==> src/rtl/gss_pkg.sv <==
package gss_pkg;

  // Hold length of the overload path: the wait value, never below one cycle.
  function automatic logic [31:0] ovl_hold_len(input logic [31:0] wait_val);
    return (wait_val == 32'd0) ? 32'd1 : wait_val;
  endfunction

  // Hold length of the power path: twice the settling value in AGC mode,
  // a single cycle in manual mode or for a zero value.
  function automatic logic [31:0] pwr_hold_len(input logic [31:0] settle_val,
                                               input logic        agc);
    logic [31:0] dbl;
    dbl = settle_val << 1;
    if (!agc || dbl == 32'd0) return 32'd1;
    return dbl;
  endfunction

endpackage

==> src/rtl/gss_hold_calc.sv <==
module gss_hold_calc #(
  parameter int W   = 8,
  parameter int OCW = W,
  parameter int PCW = W + 1
) (
  input  logic [W-1:0]   ovl_wait_i,
  input  logic [W-1:0]   settle_dly_i,
  input  logic           agc_mode_i,
  output logic [OCW-1:0] ovl_len_o,
  output logic [PCW-1:0] pwr_len_o
);
  import gss_pkg::*;

  always_comb begin
    ovl_len_o = OCW'(ovl_hold_len(32'(ovl_wait_i)));
    pwr_len_o = PCW'(pwr_hold_len(32'(settle_dly_i), agc_mode_i));
  end

endmodule

==> src/rtl/gss_holdoff_timer.sv <==
module gss_holdoff_timer #(
  parameter int CW = 8
) (
  input  logic          clk,
  input  logic          rst_n,
  input  logic          load_i,
  input  logic [CW-1:0] len_i,
  output logic [CW-1:0] cnt_o,
  output logic          running_o,
  output logic          expire_o
);
  localparam logic [CW-1:0] ONE = CW'(1);

  logic [CW-1:0] cnt_q;

  always_ff @(posedge clk) begin
    if (!rst_n)               cnt_q <= '0;
    else if (load_i)          cnt_q <= len_i;
    else if (cnt_q != '0)     cnt_q <= cnt_q - ONE;
  end

  assign cnt_o     = cnt_q;
  assign running_o = (cnt_q != '0);
  assign expire_o  = (cnt_q == ONE) && !load_i;

endmodule

==> src/rtl/gain_settle_seq.sv <==
module gain_settle_seq #(
  parameter int W = 8
) (
  input  logic         clk,
  input  logic         rst_n,
  input  logic         gain_chg_i,
  input  logic [W-1:0] ovl_wait_i,
  input  logic [W-1:0] settle_dly_i,
  input  logic         agc_mode_i,
  output logic         det_en_o,
  output logic         pwr_meas_rst_o,
  output logic         busy_o
);
  localparam int OCW = W;
  localparam int PCW = W + 1;

  // Named internal events, visible to the bound checker.
  logic           gain_evt;
  logic [OCW-1:0] ovl_len;
  logic [PCW-1:0] pwr_len;
  logic [OCW-1:0] ovl_cnt;
  logic [PCW-1:0] pwr_cnt;
  logic           ovl_running;
  logic           pwr_running;
  logic           ovl_expire;
  logic           pwr_expire;

  assign gain_evt = gain_chg_i;

  gss_hold_calc #(.W(W), .OCW(OCW), .PCW(PCW)) u_calc (
    .ovl_wait_i  (ovl_wait_i),
    .settle_dly_i(settle_dly_i),
    .agc_mode_i  (agc_mode_i),
    .ovl_len_o   (ovl_len),
    .pwr_len_o   (pwr_len)
  );

  // Overload detector hold-off: used in every gain control mode.
  gss_holdoff_timer #(.CW(OCW)) u_ovl_tmr (
    .clk      (clk),
    .rst_n    (rst_n),
    .load_i   (gain_evt),
    .len_i    (ovl_len),
    .cnt_o    (ovl_cnt),
    .running_o(ovl_running),
    .expire_o (ovl_expire)
  );

  // Power measurement hold-off: doubled settling value, one extra bit.
  gss_holdoff_timer #(.CW(PCW)) u_pwr_tmr (
    .clk      (clk),
    .rst_n    (rst_n),
    .load_i   (gain_evt),
    .len_i    (pwr_len),
    .cnt_o    (pwr_cnt),
    .running_o(pwr_running),
    .expire_o (pwr_expire)
  );

  assign det_en_o       = !ovl_running;
  assign pwr_meas_rst_o = pwr_running;
  assign busy_o         = ovl_running | pwr_running;

endmodule

==> config.mk <==
export PLATFORM = sky130hd
export DESIGN_NAME = gain_settle_seq
export DESIGN_NICKNAME = d
export VERILOG_FILES = /design/src/rtl/gss_pkg.sv /design/src/rtl/gss_hold_calc.sv /design/src/rtl/gss_holdoff_timer.sv /design/src/rtl/gain_settle_seq.sv
export SDC_FILE = /design/constraint.sdc
export NUM_CORES = 1
export LEC_CHECK = 0
export BUFFER_PORTS_ARGS = -buffer_cell sky130_fd_sc_hd__buf_2
export CAP_MARGIN = 0
export CORE_MARGIN = 5
export CORE_UTILIZATION = 50
export CTS_CLUSTER_DIAMETER = 80
export DETAILED_ROUTE_END_ITERATION = 6
export GPL_TIMING_DRIVEN = 0
export PLACE_DENSITY_LB_ADDON = 0.15
export SYNTH_ARGS = -nofsm -noshare
export SYNTH_HDL_FRONTEND = slang
export SYNTH_SLANG_ARGS = --single-unit
==> constraint.sdc <==
create_clock -name clk -period 4.7 [get_ports clk]
set_input_delay 0 -clock clk [delete_from_list [all_inputs] [get_ports clk]]
set_output_delay 0 -clock clk [all_outputs]
set_load 0.05 [all_outputs]
==> flow_metrics.env <==
export IMPL_leakagePower_nw=0.5623
export IMPL_cts_resized=0
export IMPL_synth_fp_nets=142
export IMPL_cts_made_buffers=3
export IMPL_fmax_mhz=495.6
export IMPL_max_slew_margin=0.6411
export IMPL_finalSetupViolCount=0
export IMPL_fin_util=0.6589
export IMPL_n_fill_cell=181
export IMPL_clk_pin_slew_ns=0.11
export IMPL_first_global_vias=978
export IMPL_combPwrFrac=0.351
export IMPL_tritoncts="done"
export IMPL_p_per_area_nw_per_um2=314.3
export IMPL_rsz0062_at_grt="false"
export IMPL_die_h_um=54.38
export IMPL_initial_utilization=0.5124
export IMPL_syn_area_per_cell_um2=8.206
export IMPL_crit_path_end_kind="output port"
export IMPL_ant_nets=0
export IMPL_die_w_um=54.38
export IMPL_cp_arrival_ns=2.02
export IMPL_clkLatencyLatePin_ns=0.30
export IMPL_power_switching_uw=141.0
export IMPL_worstSetupStartpointType="register"
export IMPL_swShare=0.3543
export IMPL_grt_max_degree=11
export IMPL_io_buffers=22
export IMPL_status="finished clean"
export IMPL_skew_ns=0.01352
export IMPL_worst_slack_ns=2.682
export IMPL_wl_per_cell_um=12.82
export IMPL_crit_type="register to output port"
export IMPL_cts_path_max_buffers=2
export IMPL_vias=983
export IMPL_synth_flop_cell="dfxtp_1"
export IMPL_globalRouteTotalUtil=0.1829
export IMPL_synthArstFlopShare=0
export IMPL_grt_antenna_before_repair=0
export IMPL_hold_viol=0
export IMPL_synth_seq_cells=17
export IMPL_synth_distinct_cells=37
export IMPL_core_area_um2=1922
export IMPL_drt_total_wl_um=2358
export IMPL_synth_edf_count=0
export IMPL_dpl_worst_slack_ns=2.942
export IMPL_syn_area_um2=984.7
export IMPL_area_delta_synth_final_pct=28.59
export IMPL_grt_remaining_overflow=0
export IMPL_synth_seq_area_share=0.3456
export IMPL_min_path_type="primary input to register"
export IMPL_gp_congestion=0.8365
export IMPL_grt_pass1_wl_um=3912
export IMPL_dr_pass1_iters=4
export IMPL_ir_worst_vdd_mv=0.2481
export IMPL_critPathRequiredTime_ns=4.70
export IMPL_cts_sinks=17
export IMPL_die_area_um2=2957
export IMPL_final_max_slew_viol_count=0
export IMPL_min_period_over_period=0.4293
export IMPL_cts_max_level=1
export IMPL_post_cts_buffers=0
export IMPL_worst_path_max_fanout=5
export IMPL_hpwl_um=1800
export IMPL_num_rows=16
export IMPL_viasPerCell=5.342
export IMPL_io_pins=23
export IMPL_cap_violations=0
export IMPL_yosysWarnings=0
export IMPL_hold_buffers=11
export IMPL_root_buffer="clkbuf_4"
export IMPL_layout_drive_gt1_share=0.2293
export IMPL_synthCells=120
export IMPL_worst_pin_slew_ns=0.5339
export IMPL_drc=0
export IMPL_seqPwrFrac=0.444
export IMPL_power_uw=398.0
export IMPL_min_period_ns=2.018
export IMPL_p_int_uw=257.0
export IMPL_fin_nets=180
export IMPL_p_clk_frac=0.205
export IMPL_tns_ns=0
export IMPL_first_iter_violations=12
export IMPL_diodes=0
## critical path: stages, from the launching register on
cell	delay, ns
dfxtp_1	0.37
or4_1	0.55
or3_4	0.42
clkinv_2	0.08
nand3_1	0.07
buf_2	0.23
## layout make-up
cell class                 instances  area, um2  area share
multi-input combinational         93      600.6      0.4743
tap                               27      33.78     0.02668
clock inverter                     1      5.005    0.003953
clock buffer                       3      22.52     0.01779
sequential                        17      340.3      0.2688
buffer                             3      16.27     0.01285
timing repair buffer              33      220.2      0.1739
inverter                           7      27.53     0.02174
## worst paths after layout
path	startpoint	cells after the start	end	slack, ns
worst min-delay path	ovl_wait_i[0]	3	u_ovl_tmr.cnt_o[0]$_SDFFE_PN0P_	0.01
worst min register to register	u_pwr_tmr.cnt_o[8]$_SDFFE_PN0P_	1	u_pwr_tmr.cnt_o[8]$_SDFFE_PN0P_	0.53
worst max register to register	u_pwr_tmr.cnt_o[0]$_SDFFE_PN0P_	6	u_pwr_tmr.cnt_o[0]$_SDFFE_PN0P_	2.92
worst max-delay path	u_ovl_tmr.cnt_o[3]$_SDFFE_PN0P_	5	busy_o	2.68
## cell usage in the layout (no fill, tap or decap), drive strengths merged
master,n
a21oi,6
a22o,3
a32o,1
and2,1
and2b,1
and3,3
buf,25
clkbuf,3
clkinv,2
dfxtp,17
dlygate4sd3,11
ha,2
inv,6
mux2,1
mux2i,3
nand2,21
nand2b,1
nand3,2
nor2,6
nor2b,3
nor3,6
nor4,6
nor4b,2
o211a,1
o21ai,8
o22ai,2
o311a,1
o31a,2
o31ai,1
or3,1
or4,3
xnor2,5
xor2,1
## kinds of logic (layout without fill, tap and decap cells)
group                    after synthesis  in the layout  synth area share
AND/OR/NAND/NOR                       56             56            0.3227
buffers and inverters                 10             47           0.04446
multiplexers                           4              4           0.04193
flip-flops                            17             17            0.3456
adder cells (fa/ha/maj)                2              2           0.02541
XOR/XNOR                               6              6           0.05337
AO/OA/AOI/OAI                         25             25            0.1665
## synth_stat cells (2+ instances only)
library cell / count / share of area
a21oi_1: 6 / 0.030
dfxtp_1: 17 / 0.35
nor2b_1: 3 / 0.019
o21ai_0: 8 / 0.041
inv_1: 6 / 0.023
nand3_1: 2 / 0.010
o31a_1: 2 / 0.018
mux2i_1: 3 / 0.030
nor3_1: 5 / 0.025
o22ai_1: 2 / 0.013
and3_1: 3 / 0.019
ha_1: 2 / 0.025
nor4_1: 5 / 0.032
xnor2_1: 5 / 0.044
nor2_1: 6 / 0.023
nand2_1: 20 / 0.076
or4_1: 3 / 0.023
a22o_1: 3 / 0.027
## through the flow
stage	hold WS, ns	cells	cell area [um2]
2_1_floorplan	0.1086	120	984.7
3_3_place_gp	0.2100	169	1129
3_5_place_dp	0.2262	169	1129
4_1_cts	0.007550	184	1266
5_1_grt	0.02405	184	1266
6_report	0.01472	184	1266
## flip-flops by register name (all words and copies together) (netlist names)
name,flops
u_ovl_tmr.cnt_o,8
u_pwr_tmr.cnt_o,9
## power by group through the flow
stage	Clock, mW	Sequential, mW	Combinational (mW)
4_1_cts	0.0841	0.177	0.141
2_1_floorplan	0	0.176	0.103
6_report	0.0814	0.177	0.140
3_5_place_dp	0	0.180	0.134
3_3_place_gp	0	0.179	0.130
5_1_grt	0.0889	0.180	0.155
## per-layer routing
layer | track usage | vias up | routed length [um]
met2 | 0.3546 | 24 | 1178
met3 | 0.05995 | 2 | 130
met5 | 0 | - | 0
met1 | 0.1892 | 447 | 1039
met4 | 0.03320 | 0 | 10
li1 | - | 510 | -
Power figures use the tool's default switching activity.
